File: src/rtl/abort_cpl_pkg.sv
package abort_cpl_pkg;

  typedef enum logic [1:0] {
    KIND_READ  = 2'd0,
    KIND_WRITE = 2'd1,
    KIND_SPC   = 2'd2,
    KIND_SPC2  = 2'd3
  } req_kind_e;

  typedef enum logic [1:0] {
    CST_NONE   = 2'd0,
    CST_UNSUPP = 2'd1,
    CST_TARGET = 2'd2,
    CST_USC    = 2'd3
  } cpl_status_e;

  typedef enum logic [1:0] {
    ERR_RD_MA = 2'd0,
    ERR_RD_TA = 2'd1,
    ERR_WR_MA = 2'd2,
    ERR_USC   = 2'd3
  } err_class_e;

  typedef enum logic [1:0] {
    SEQ_IDLE = 2'd0,
    SEQ_HDR  = 2'd1,
    SEQ_DATA = 2'd2
  } seq_state_e;

endpackage

File: src/rtl/abort_cpl_classify.sv
module abort_cpl_classify
  import abort_cpl_pkg::*;
#(
  parameter int LEN_W = 4
) (
  input  logic [1:0]       kind,
  input  logic             abort_tgt,
  input  logic             cpl_req,
  input  logic [LEN_W-1:0] len_in,
  output logic             needs_cpl,
  output logic [1:0]       status,
  output logic [1:0]       err_class,
  output logic [LEN_W-1:0] eff_len
);

  req_kind_e k;

  always_comb begin
    k         = req_kind_e'(kind);
    needs_cpl = 1'b0;
    status    = CST_NONE;
    err_class = ERR_USC;
    eff_len   = '0;
    unique case (k)
      KIND_READ: begin
        needs_cpl = 1'b1;
        eff_len   = len_in;
        if (abort_tgt) begin
          status    = CST_TARGET;
          err_class = ERR_RD_TA;
        end else begin
          status    = CST_UNSUPP;
          err_class = ERR_RD_MA;
        end
      end
      KIND_WRITE: begin
        err_class = ERR_WR_MA;
      end
      default: begin
        needs_cpl = cpl_req;
        status    = CST_USC;
        err_class = ERR_USC;
      end
    endcase
  end

endmodule

File: src/rtl/abort_cpl_errlog.sv
module abort_cpl_errlog (
  input  logic       clk,
  input  logic       rst_n,
  input  logic       accept,
  input  logic [1:0] code_in,
  output logic       err_valid,
  output logic [1:0] err_code
);

  always_ff @(posedge clk) begin
    if (!rst_n) begin
      err_valid <= 1'b0;
      err_code  <= 2'd0;
    end else begin
      err_valid <= accept;
      if (accept) err_code <= code_in;
    end
  end

endmodule

File: src/rtl/abort_cpl_beats.sv
module abort_cpl_beats
  import abort_cpl_pkg::*;
#(
  parameter int LEN_W  = 4,
  parameter int TAG_W  = 8,
  parameter int RID_W  = 16,
  parameter int DATA_W = 32
) (
  input  logic              clk,
  input  logic              rst_n,
  input  logic              load,
  input  logic [1:0]        ld_status,
  input  logic [LEN_W-1:0]  ld_len,
  input  logic [TAG_W-1:0]  ld_tag,
  input  logic [RID_W-1:0]  ld_rid,
  output logic              idle,
  output logic              cpl_valid,
  input  logic              cpl_ready,
  output logic              cpl_sop,
  output logic              cpl_last,
  output logic [1:0]        cpl_status,
  output logic [TAG_W-1:0]  cpl_tag,
  output logic [RID_W-1:0]  cpl_rid,
  output logic [LEN_W-1:0]  cpl_len,
  output logic [DATA_W-1:0] cpl_data
);

  localparam logic [LEN_W-1:0] ONE = LEN_W'(1);

  seq_state_e       st;
  logic [LEN_W-1:0] left_q;

  always_ff @(posedge clk) begin
    if (!rst_n) begin
      st         <= SEQ_IDLE;
      left_q     <= '0;
      cpl_status <= 2'd0;
      cpl_tag    <= '0;
      cpl_rid    <= '0;
      cpl_len    <= '0;
    end else begin
      unique case (st)
        SEQ_IDLE: if (load) begin
          st         <= SEQ_HDR;
          cpl_status <= ld_status;
          cpl_tag    <= ld_tag;
          cpl_rid    <= ld_rid;
          cpl_len    <= ld_len;
        end
        SEQ_HDR: if (cpl_ready) begin
          if (cpl_len == '0) st <= SEQ_IDLE;
          else begin
            st     <= SEQ_DATA;
            left_q <= cpl_len;
          end
        end
        SEQ_DATA: if (cpl_ready) begin
          if (left_q == ONE) st <= SEQ_IDLE;
          left_q <= left_q - ONE;
        end
        default: st <= SEQ_IDLE;
      endcase
    end
  end

  always_comb begin
    idle      = (st == SEQ_IDLE);
    cpl_valid = (st != SEQ_IDLE);
    cpl_sop   = (st == SEQ_HDR);
    cpl_last  = ((st == SEQ_HDR) && (cpl_len == '0)) ||
                ((st == SEQ_DATA) && (left_q == ONE));
    cpl_data  = (st == SEQ_DATA) ? {DATA_W{1'b1}} : {DATA_W{1'b0}};
  end

  a_r8_hold_beat: assert property (@(posedge clk) disable iff (!rst_n)
    (cpl_valid && !cpl_ready) |=> (cpl_valid && $stable(cpl_sop) && $stable(cpl_last)
      && $stable(cpl_data) && $stable(cpl_tag) && $stable(cpl_rid) && $stable(cpl_status)));

  a_r3_data_follows_hdr: assert property (@(posedge clk) disable iff (!rst_n)
    (cpl_valid && cpl_ready && cpl_sop && !cpl_last) |=> (cpl_valid && !cpl_sop));

  a_r9_done_goes_idle: assert property (@(posedge clk) disable iff (!rst_n)
    (cpl_valid && cpl_ready && cpl_last) |=> (!cpl_valid && idle));

endmodule

File: src/rtl/abort_cpl_gen.sv
module abort_cpl_gen
  import abort_cpl_pkg::*;
#(
  parameter int LEN_W  = 4,
  parameter int TAG_W  = 8,
  parameter int RID_W  = 16,
  parameter int DATA_W = 32
) (
  input  logic              clk,
  input  logic              rst_n,
  input  logic              req_valid,
  output logic              req_ready,
  input  logic [1:0]        req_kind,
  input  logic              req_abort,
  input  logic              req_cpl_req,
  input  logic [LEN_W-1:0]  req_len,
  input  logic [TAG_W-1:0]  req_tag,
  input  logic [RID_W-1:0]  req_rid,
  output logic              cpl_valid,
  input  logic              cpl_ready,
  output logic              cpl_sop,
  output logic              cpl_last,
  output logic [1:0]        cpl_status,
  output logic [TAG_W-1:0]  cpl_tag,
  output logic [RID_W-1:0]  cpl_rid,
  output logic [LEN_W-1:0]  cpl_len,
  output logic [DATA_W-1:0] cpl_data,
  output logic              err_valid,
  output logic [1:0]        err_code
);

  logic             needs_cpl;
  logic [1:0]       cls_status;
  logic [1:0]       cls_err;
  logic [LEN_W-1:0] cls_len;
  logic             seq_idle;
  logic             accept;

  assign req_ready = seq_idle;
  assign accept    = req_valid && seq_idle;

  abort_cpl_classify #(.LEN_W(LEN_W)) u_cls (
    .kind      (req_kind),
    .abort_tgt (req_abort),
    .cpl_req   (req_cpl_req),
    .len_in    (req_len),
    .needs_cpl (needs_cpl),
    .status    (cls_status),
    .err_class (cls_err),
    .eff_len   (cls_len)
  );

  abort_cpl_beats #(
    .LEN_W(LEN_W), .TAG_W(TAG_W), .RID_W(RID_W), .DATA_W(DATA_W)
  ) u_beats (
    .clk        (clk),
    .rst_n      (rst_n),
    .load       (accept && needs_cpl),
    .ld_status  (cls_status),
    .ld_len     (cls_len),
    .ld_tag     (req_tag),
    .ld_rid     (req_rid),
    .idle       (seq_idle),
    .cpl_valid  (cpl_valid),
    .cpl_ready  (cpl_ready),
    .cpl_sop    (cpl_sop),
    .cpl_last   (cpl_last),
    .cpl_status (cpl_status),
    .cpl_tag    (cpl_tag),
    .cpl_rid    (cpl_rid),
    .cpl_len    (cpl_len),
    .cpl_data   (cpl_data)
  );

  abort_cpl_errlog u_err (
    .clk       (clk),
    .rst_n     (rst_n),
    .accept    (accept),
    .code_in   (cls_err),
    .err_valid (err_valid),
    .err_code  (err_code)
  );

  a_r1_read_ma: assert property (@(posedge clk) disable iff (!rst_n)
    (req_valid && req_ready && req_kind == 2'd0 && !req_abort) |=>
      (cpl_valid && cpl_sop && cpl_status == 2'd1 && err_valid && err_code == 2'd0));

  a_r2_read_ta: assert property (@(posedge clk) disable iff (!rst_n)
    (req_valid && req_ready && req_kind == 2'd0 && req_abort) |=>
      (cpl_valid && cpl_sop && cpl_status == 2'd2 && err_valid && err_code == 2'd1));

  a_r4_zero_len: assert property (@(posedge clk) disable iff (!rst_n)
    (req_valid && req_ready && req_kind == 2'd0 && req_len == '0) |=>
      (cpl_sop && cpl_last && cpl_len == '0));

  a_r5_write_dropped: assert property (@(posedge clk) disable iff (!rst_n)
    (req_valid && req_ready && req_kind == 2'd1) |=>
      (!cpl_valid && req_ready && err_valid && err_code == 2'd2));

  a_r6_spc_silent: assert property (@(posedge clk) disable iff (!rst_n)
    (req_valid && req_ready && req_kind[1] && !req_cpl_req) |=>
      (!cpl_valid && err_valid && err_code == 2'd3));

endmodule

File: config.mk
export PLATFORM = sky130hd
export DESIGN_NAME = abort_cpl_gen
export DESIGN_NICKNAME = d
export VERILOG_FILES = /design/src/rtl/abort_cpl_pkg.sv /design/src/rtl/abort_cpl_classify.sv /design/src/rtl/abort_cpl_errlog.sv /design/src/rtl/abort_cpl_beats.sv /design/src/rtl/abort_cpl_gen.sv
export SDC_FILE = /design/constraint.sdc
export NUM_CORES = 1
export LEC_CHECK = 0
export CAP_MARGIN = 0
export CORE_UTILIZATION = 35
export CTS_CLUSTER_DIAMETER = 80
export DETAILED_ROUTE_END_ITERATION = 10
export GPL_ROUTABILITY_DRIVEN = 0
export PLACE_DENSITY = 0.85
export REMOVE_ABC_BUFFERS = 1
export SLEW_MARGIN = 10
export SYNTH_ARGS = -nofsm -noshare
export SYNTH_HDL_FRONTEND = slang
export SYNTH_SLANG_ARGS = --single-unit
File: constraint.sdc
create_clock -name clk -period 4.1 [get_ports clk]
set_input_delay 1.23 -clock clk [delete_from_list [all_inputs] [get_ports clk]]
set_output_delay 1.23 -clock clk [all_outputs]
set_load 0.005 [all_outputs]
==> results of run 1 <==
==> placed cells by master (no fill, tap or decap), types with 4 or more instances in the layout <==
master / netlist / routed
nand2_1: 53 / 53
nor2_1: 7 / 7
a21boi_1: 18 / 18
clkbuf_8: 0 / 6
a21boi_0: 7 / 7
inv_1: 6 / 6
clkdlybuf4s50_1: 0 / 104
dfxtp_1: 39 / 39
a21oi_1: 4 / 4
a22oi_1: 4 / 4
nor2b_1: 5 / 5
==> registers in the layout (all words and copies together), names as in the netlist <==
| signal | cells |
|---|---|
| u_beats.cpl_len | 4 |
| u_err.err_code | 2 |
| u_beats.cpl_tag | 8 |
| u_beats.cpl_rid | 16 |
| u_beats.left_q | 4 |
| u_err.err_valid | 1 |
| u_beats.cpl_status | 2 |
| u_beats.st | 2 |
==> through the flow <==
step	power, µW	instances	hold WS [ns]	util [%]
floorplan	465	182	0.444	-
global placement	560	358	0.440	53.4
detailed placement	563	358	0.445	53.4
CTS	893	366	0.455	55.6
global route	925	366	0.467	55.6
finish	883	366	0.451	55.6
==> layer usage <==
layer / vias up / wire length (µm)
li1: 852 / -
met1: 772 / 1790
met4: 0 / 43
met3: 4 / 515
met2: 101 / 1910
met5: - / 0
==> final timing paths <==
kind	slack, ns	end	startpoint	cells after the start
hold / removal	0.45	u_beats.cpl_rid[14]	u_beats.cpl_rid[14]	2
setup reg to reg	2.16	u_beats.left_q[3]	u_beats.st[1]	5
setup / recovery	0.40	cpl_last	u_beats.st[1]	5
hold reg to reg	0.45	u_beats.cpl_rid[14]	u_beats.cpl_rid[14]	2
==> cells by family after synthesis <==
| family | Yosys count | synth area share (%) |
|---|---|---|
| AOI/OAI and AO/OA | 52 | 21.1 |
| and+or+nand+nor | 81 | 20.0 |
| buffers and inverters | 49 | 16.7 |
| muxes | 1 | 0.519 |
| DFF | 39 | 40.5 |
| adders and majority gates | 2 | 1.30 |
==> cell type report <==
cell class | count | area [µm²] | area share (%)
Multi-Input combinational cell | 136 | 827 | 28.6
Sequential cell | 39 | 781 | 27.0
Clock buffer | 6 | 82.6 | 2.85
Timing Repair Buffer | 106 | 1060 | 36.5
Clock inverter | 2 | 35.0 | 1.21
Inverter | 7 | 26.3 | 0.908
Tap cell | 70 | 87.6 | 3.03
==> report_power, final <==
group / switching [µW] / internal, µW
clock: 133 / 197
combinational: 53.6 / 90.9
sequential: 11.4 / 397
total: 198 / 685
==> critical path: cells and delay by family (launching register included) <==
kind | cells | cell delay (ns)
AOI/OAI and AO/OA | 1 | 0.13
and+or+nand+nor | 2 | 0.35
buffers and inverters | 2 | 1.20
DFF | 1 | 0.51
==> flow_metrics.env, run 1 <==
export IMPL_status="completed"
export IMPL_synthTopCellsByCount="nand2_1 (53), dfxtp_1 (39), buf_4 (32)"
export IMPL_critPathMaxFanout=36
export IMPL_fin_nets=333
export IMPL_die_height_um=76.2
export IMPL_fin_area_mm2=0.00290
export IMPL_placed_area_mm2=0.00278
export IMPL_powerDensity_mw_per_mm2=305
export IMPL_syn_to_final_growth_pct=50.1
export IMPL_ios=105
export IMPL_use_met1_pct=17.0
export IMPL_ir_drop_mv=0.209
export IMPL_dp_hpwl_mm=3.11
export IMPL_n_fill_cell=467
export IMPL_fin_crit_ns=3.70
export IMPL_wl_mm=4.26
export IMPL_arrival_ns=2.47
export IMPL_synthArstFlopShare_pct=0
export IMPL_n_antenna_cell=0
export IMPL_cpPeakStageDelay_ns=0.67
export IMPL_yosysSeqAreaShare_pct=40.5
export IMPL_synth_area_leaders="dfxtp_1 (40%), buf_4 (12%), nand2_1 (10%), a21boi_1 (7.0%), a21boi_0 (2.7%)"
export IMPL_start_kind="register"
export IMPL_clock_skew_final_ns=0.00376
export IMPL_drt_first_pass_iters=4
export IMPL_synth_avg_cell_area_um2=8.61
export IMPL_fin_tns_setup_ns=0
export IMPL_grtUsageMet3_pct=7.54
export IMPL_grt_use_met2_pct=24.9
export IMPL_cts_hold_buf=0
export IMPL_ant_nets=0
export IMPL_drc=0
export IMPL_synth_area_leader_cell="dfxtp_1"
export IMPL_antenna_found_initial=0
export IMPL_cp_required_ns=2.87
export IMPL_dieArea_mm2=0.00581
export IMPL_port_buffers=104
export IMPL_grt_ovfl_total=0
export IMPL_rows=26
export IMPL_drtIter0Drc=60
export IMPL_synth_ff_type="dfxtp_1"
export IMPL_syn_area_mm2=0.00193
export IMPL_cts_resized=0
export IMPL_via_per_inst=4.72
export IMPL_synth_most_common_cell="nand2_1"
export IMPL_relSlewSlack_pct=23.6
export IMPL_synth_cell_types=38
export IMPL_core_area_mm2=0.00520
export IMPL_grt_pass1_wl_mm=7.12
export IMPL_fin_crit_sh_pct=90.3
export IMPL_crit_type="register to output pin"
export IMPL_final_max_slew_viol_count=0
export IMPL_setup_viol=0
export IMPL_busiest_layer="met2"
export IMPL_start_util_pct=37.1
export IMPL_htreeDepth=2
export IMPL_synth_seq_cells=39
export IMPL_insertion_delay_ns=0.29
export IMPL_grt_max_degree=37
export IMPL_routedWlPerCell_um=11.6
export IMPL_maxCapViolCount=0
export IMPL_synth_edf_count=0
export IMPL_yosys_area_top_type_share_pct=40.5
export IMPL_slowest_stage="inv_1"
export IMPL_timing_final_ws_setup_ns=0.398
export IMPL_clock_sinks=39
export IMPL_grt_setup_unrepaired="false"
export IMPL_place_ws_ns=0.704
export IMPL_fmax_mhz=270
export IMPL_hold_class="register to register"
export IMPL_fp_dieW_um=76.2
export IMPL_clkTransAtPathRegs_ns=0.08
export IMPL_grtUsageTotal_pct=15.1
export IMPL_power_leakage_uw=0.00106
export IMPL_numCtsBuffers=5
export IMPL_worst_pin_slew_ns=1.15
export IMPL_cts_buffer_depth=2
export IMPL_crit_path_end_kind="output pin"
export IMPL_crit_chain="nand2b_1 > inv_1 > nand3_1 > o21ai_0 > clkdlybuf4s50_1"
export IMPL_drive_gt1_share_pct=7.09
export IMPL_cts_tree="done"
export IMPL_hold_viol_final=0
export IMPL_grt_pass1_vias=1604
export IMPL_vias=1729
export IMPL_yosys_warnings=0
export IMPL_cts_root_buf="clkbuf_8"
export IMPL_cts_setup_buffers=0
export IMPL_syn_inst=224
Note: power is estimated with default switching activity, not from simulation.
==> inputs of run 2 (changes only) <==
- ABC_AREA: default -> 1
- GPL_ROUTABILITY_DRIVEN: 0 -> 1
- PLACE_DENSITY: 0.85 -> 0.86
==> flow_metrics.env, run 2 <==
export IMPL_ant_nets=0
export IMPL_synth_cell_types=23
export IMPL_grt_pass1_wl_mm=6.88
export IMPL_syn_inst=248
export IMPL_min_path_cells=2
export IMPL_worst_pin_slew_ns=0.482
export IMPL_cpPeakStageDelay_ns=0.60
export IMPL_fp_dieW_um=75.1
export IMPL_crit_type="register to output pin"
export IMPL_synth_edf_count=0
export IMPL_synth_area_leaders="dfxtp_1 (42%), nor2_1 (13%), buf_4 (13%), nand2_1 (7.2%), o21ai_0 (6.7%)"
export IMPL_hold_viol_final=0
export IMPL_swShare_pct=23.0
export IMPL_largest_register_ffs=16
export IMPL_combPwrFrac_pct=18.0
export IMPL_core_area_mm2=0.00514
export IMPL_dieArea_mm2=0.00564
export IMPL_power_leakage_uw=0.00108
export IMPL_drive_gt1_share_pct=5.90
export IMPL_n_antenna_cell=0
export IMPL_status="completed"
export IMPL_numCtsBuffers=5
export IMPL_grt_max_degree=38
export IMPL_multi_input_area_um2=719
export IMPL_grt_pass1_vias=1565
export IMPL_p_clk_share_pct=36.0
export IMPL_synth_ff_type="dfxtp_1"
export IMPL_min_from="u_beats.cpl_rid[5]"
export IMPL_drc=0
export IMPL_fin_nets=359
export IMPL_final_common_cell="clkdlybuf4s50_1"
export IMPL_fin_crit_ns=3.17
export IMPL_n_fill_cell=505
export IMPL_p_sw_uw=208
export IMPL_vias=1726
export IMPL_synthTopCellsByCount="nor2_1 (65), dfxtp_1 (39), nand2_1 (36)"
export IMPL_cts_root_buf="clkbuf_8"
export IMPL_via_per_inst=4.40
export IMPL_final_max_slew_viol_count=0
export IMPL_yosys_warnings=0
export IMPL_die_height_um=75.1
export IMPL_synth_avg_cell_area_um2=7.55
export IMPL_clock_sinks=39
export IMPL_setup_viol=0
export IMPL_grtUsageTotal_pct=16.0
export IMPL_fmax_mhz=316
export IMPL_ir_drop_mv=0.143
export IMPL_maxCapViolCount=0
export IMPL_syn_area_mm2=0.00187
export IMPL_grt_setup_unrepaired="false"
export IMPL_dp_hpwl_mm=3.24
export IMPL_min_to="u_beats.cpl_rid[5]"
export IMPL_place_ws_ns=1.24
export IMPL_synthArstFlopShare_pct=0
export IMPL_crit_chain="nand2_2 > inv_2 > clkdlybuf4s50_1"
export IMPL_insertion_delay_ns=0.28
export IMPL_antenna_found_initial=0
export IMPL_cts_setup_buffers=0
export IMPL_rows=26
export IMPL_hold_slack_ns=0.486
export IMPL_cts_tree="done"
export IMPL_placed_area_mm2=0.00269
export IMPL_syn_to_final_growth_pct=50.2
export IMPL_power_frac_seq_pct=45.9
export IMPL_final_cell_mix="clkdlybuf4s50_1 (104), nor2_1 (65), dfxtp_1 (39), nand2_1 (36), o21ai_0 (25)"
export IMPL_timing_final_ws_setup_ns=0.931
export IMPL_hold_class="register to register"
export IMPL_critPathMaxFanout=37
export IMPL_routedWlPerCell_um=11.2
export IMPL_gp_congestion=0.871
export IMPL_cts_buffer_depth=2
export IMPL_cts_resized=0
export IMPL_rrSetupSlack_ns=2.58
export IMPL_fin_tns_setup_ns=0
export IMPL_power_internal_uw=696
export IMPL_synth_area_leader_cell="dfxtp_1"
export IMPL_start_util_pct=36.4
export IMPL_cp_required_ns=2.87
export IMPL_fin_area_mm2=0.00281
export IMPL_seqCellArea_um2=781
export IMPL_wl_mm=4.40
export IMPL_drtIter0Drc=72
export IMPL_regMostFlops="u_beats.cpl_rid"
export IMPL_clkTransAtPathRegs_ns=0.08
export IMPL_yosys_area_top_type_share_pct=41.7
export IMPL_start_kind="register"
export IMPL_r2r_end="u_beats.left_q[3]"
export IMPL_reg_top3="u_beats.cpl_rid x16, u_beats.cpl_tag x8"
export IMPL_drt_first_pass_iters=4
export IMPL_relSlewSlack_pct=67.8
export IMPL_crit_path_end_kind="output pin"
export IMPL_ios=105
export IMPL_htreeDepth=2
export IMPL_fin_crit_sh_pct=77.3
export IMPL_arrival_ns=1.94
export IMPL_r2r_start="u_beats.st[1]"
export IMPL_r2r_cells=6
export IMPL_dp_cells=384
export IMPL_cts_hold_buf=0
export IMPL_grt_ovfl_total=0
export IMPL_stdcell_count=392
export IMPL_yosysSeqAreaShare_pct=41.7
export IMPL_port_buffers=104
export IMPL_clock_skew_final_ns=0.00549
export IMPL_synth_most_common_cell="nor2_1"
export IMPL_powerDensity_mw_per_mm2=322
export IMPL_synth_seq_cells=39
export IMPL_slowest_stage="clkdlybuf4s50_1"
-- run 2: layer usage --
layer / global-route usage (%) / vias to the layer above / routed length (µm)
li1: - / 894 / -
met1: 17.2 / 776 / 1860
met2: 29.5 / 54 / 2280
met3: 4.55 / 2 / 228
met4: 6.38 / 0 / 23
met5: 0 / - / 0
-- run 2: metrics by stage --
stage                     utilization [%]  total power (µW)
after CTS                            54.7               917
final                                54.7               904
after global placement               52.4               585
after detailed placement             52.4               589
after global routing                 54.7               955
after floorplan                         -               484
-- run 2: critical path, delay by kind of cell, from the launching register on --
family	cells	cell delay, ns
buffers and inverters	2	1.01
DFF	1	0.45
and+or+nand+nor	1	0.19
-- run 2: how the worst max path moves through the flow --
stage	start	endpoint	slack, ns	cells past startpoint
after floorplan	u_beats.st[1]	cpl_data[0]	1.70	2
after global placement	u_beats.st[1]	cpl_data[21]	1.32	3
after detailed placement	u_beats.st[1]	cpl_data[18]	1.24	3
after CTS	u_beats.st[1]	cpl_data[18]	0.90	3
after global routing	u_beats.st[1]	cpl_data[12]	0.77	3
final	u_beats.st[1]	cpl_data[8]	0.93	3
-- run 2: cells by family (layout without fill, tap and decap cells) --
| logic type | count (synthesis) | count (layout) | share of synthesized area [%] |
|---|---|---|---|
| compound gates | 44 | 44 | 12.0 |
| buf+inv | 51 | 125 | 19.9 |
| simple gates | 112 | 112 | 25.1 |
| fa+ha+maj | 2 | 2 | 1.34 |
| flops | 39 | 39 | 41.7 |
-- run 2: layout make-up --
type	count	share of cell area [%]
sequential	39	27.8
clock buffer	6	2.94
multi-input combinational	158	25.6
clock inverter	2	1.25
inverter	12	2.05
tap	70	3.12
timing repair buffer	105	37.3
-- run 2: power groups by stage --
stage | clock (µW) | sequential (µW) | combinational [µW]
floorplan | 0 | 426 | 58.6
global placement | 0 | 423 | 161
detailed placement | 0 | 424 | 165
CTS | 336 | 415 | 166
global route | 354 | 418 | 182
finish | 326 | 415 | 163
==> inputs of run 3 (changes only) <==
- clock period: 4.1 -> 3.2 ns (I/O delays scaled with it)
==> flow_metrics.env, run 3 (synthesis results as in run 2) <==
export IMPL_cts_root_buf="clkbuf_8"
export IMPL_power_leakage_uw=0.00107
export IMPL_cpPeakStageDelay_ns=0.61
export IMPL_cts_setup_buffers=0
export IMPL_ir_drop_mv=0.356
export IMPL_core_area_mm2=0.00514
export IMPL_cts_buffer_depth=2
export IMPL_fmax_mhz=346
export IMPL_crit_path_end_kind="output pin"
export IMPL_cts_hold_buf=0
export IMPL_dp_hpwl_mm=3.43
export IMPL_timing_final_ws_setup_ns=0.306
export IMPL_relSlewSlack_pct=67.6
export IMPL_cts_resized=0
export IMPL_place_ws_ns=0.598
export IMPL_drtIter0Drc=76
export IMPL_critPathMaxFanout=37
export IMPL_cp_required_ns=2.24
export IMPL_start_util_pct=36.4
export IMPL_crit_type="register to output pin"
export IMPL_fp_dieW_um=75.1
export IMPL_cts_tree="done"
export IMPL_reg_top3="u_beats.cpl_rid x16, u_beats.cpl_tag x8"
export IMPL_clkTransAtPathRegs_ns=0.07
export IMPL_grt_setup_unrepaired="false"
export IMPL_ios=105
export IMPL_r2r_start="u_beats.st[1]"
export IMPL_min_from="u_beats.cpl_status[0]"
export IMPL_final_cell_mix="clkdlybuf4s50_1 (104), nor2_1 (65), dfxtp_1 (39), nand2_1 (36), o21ai_0 (25)"
export IMPL_insertion_delay_ns=0.28
export IMPL_fin_nets=360
export IMPL_maxCapViolCount=0
export IMPL_port_buffers=104
export IMPL_min_path_cells=2
export IMPL_powerDensity_mw_per_mm2=383
export IMPL_stdcell_count=392
export IMPL_rrSetupSlack_ns=1.66
export IMPL_die_height_um=75.1
export IMPL_grt_ovfl_total=0
export IMPL_grt_pass1_wl_mm=6.95
export IMPL_fin_crit_ns=2.89
export IMPL_antenna_found_initial=0
export IMPL_fin_tns_setup_ns=0
export IMPL_arrival_ns=1.93
export IMPL_worst_pin_slew_ns=0.486
export IMPL_n_fill_cell=530
export IMPL_hold_slack_ns=0.480
export IMPL_grt_pass1_vias=1541
export IMPL_htreeDepth=2
export IMPL_grtUsageTotal_pct=16.2
export IMPL_final_common_cell="clkdlybuf4s50_1"
export IMPL_slowest_stage="clkdlybuf4s50_1"
export IMPL_start_kind="register"
export IMPL_numCtsBuffers=5
export IMPL_drive_gt1_share_pct=5.90
export IMPL_n_antenna_cell=0
export IMPL_routedWlPerCell_um=11.7
export IMPL_dp_cells=385
export IMPL_dieArea_mm2=0.00564
export IMPL_grt_max_degree=38
export IMPL_drc=0
export IMPL_rows=26
export IMPL_gp_congestion=0.819
export IMPL_clock_skew_final_ns=0.00491
export IMPL_min_to="u_beats.cpl_status[0]"
export IMPL_ant_nets=0
export IMPL_regMostFlops="u_beats.cpl_rid"
export IMPL_via_per_inst=4.39
export IMPL_crit_chain="nand2_2 > inv_2 > clkdlybuf4s50_1"
export IMPL_vias=1720
export IMPL_hold_class="register to register"
export IMPL_r2r_end="u_beats.left_q[2]"
export IMPL_clock_sinks=39
export IMPL_hold_viol_final=0
export IMPL_r2r_cells=6
export IMPL_status="completed"
export IMPL_syn_to_final_growth_pct=49.0
export IMPL_fin_crit_sh_pct=90.4
export IMPL_final_max_slew_viol_count=0
export IMPL_wl_mm=4.61
export IMPL_setup_viol=0
export IMPL_largest_register_ffs=16
export IMPL_drt_first_pass_iters=4
[run 3: worst max-delay path by stage]
stage / to / depth (start not counted) / from
final: cpl_data[19] / 3 / u_beats.st[1]
after global routing: cpl_data[12] / 3 / u_beats.st[1]
after CTS: cpl_data[11] / 3 / u_beats.st[1]
after detailed placement: cpl_data[11] / 3 / u_beats.st[1]
after global placement: cpl_data[21] / 3 / u_beats.st[1]
after floorplan: cpl_data[0] / 2 / u_beats.st[1]
[run 3: worst max-delay path: cells and delay by family, from the launching register on]
| family | cells | cell delay (ns) |
|---|---|---|
| AND/OR/NAND/NOR | 1 | 0.18 |
| flip-flops | 1 | 0.45 |
| buffers and inverters | 2 | 1.02 |
[run 3: routing by layer]
metal | part of all wire (%) | up-vias | wire, µm | global-route usage, %
met5 | 0 | - | 0 | 0
met4 | 0.50 | 0 | 23 | 5.14
met3 | 5.4 | 2 | 249 | 3.48
met2 | 52 | 62 | 2400 | 30.3
met1 | 42 | 761 | 1930 | 18.2
li1 | - | 895 | - | -
[run 3: power breakdown]
| part | switching (µW) | total, µW | internal (µW) | leakage [µW] |
|---|---|---|---|---|
| clock network | 156 | 325 | 169 | 0.0000470 |
| logic | 86.5 | 211 | 124 | 0.000700 |
| registers | 16.5 | 533 | 516 | 0.000320 |
[run 3: per-stage QoR]
step / cell area, µm² / utilization, % / total power, µW
2_1_floorplan: 1560 / - / 620
5_1_grt: 2790 / 54.3 / 1130
6_report: 2790 / 54.3 / 1070
3_5_place_dp: 2700 / 52.6 / 757
4_1_cts: 2790 / 54.3 / 1090
3_3_place_gp: 2700 / 52.6 / 750
[run 3: area by class of cell]
class | instances | area, µm² | share of cell area [%]
Clock buffer | 6 | 82.6 | 2.96
Clock inverter | 1 | 5.00 | 0.179
Inverter | 12 | 57.6 | 2.06
Multi-Input combinational cell | 158 | 719 | 25.8
Sequential cell | 39 | 781 | 28.0
Tap cell | 70 | 87.6 | 3.14
Timing Repair Buffer | 106 | 1060 | 37.9
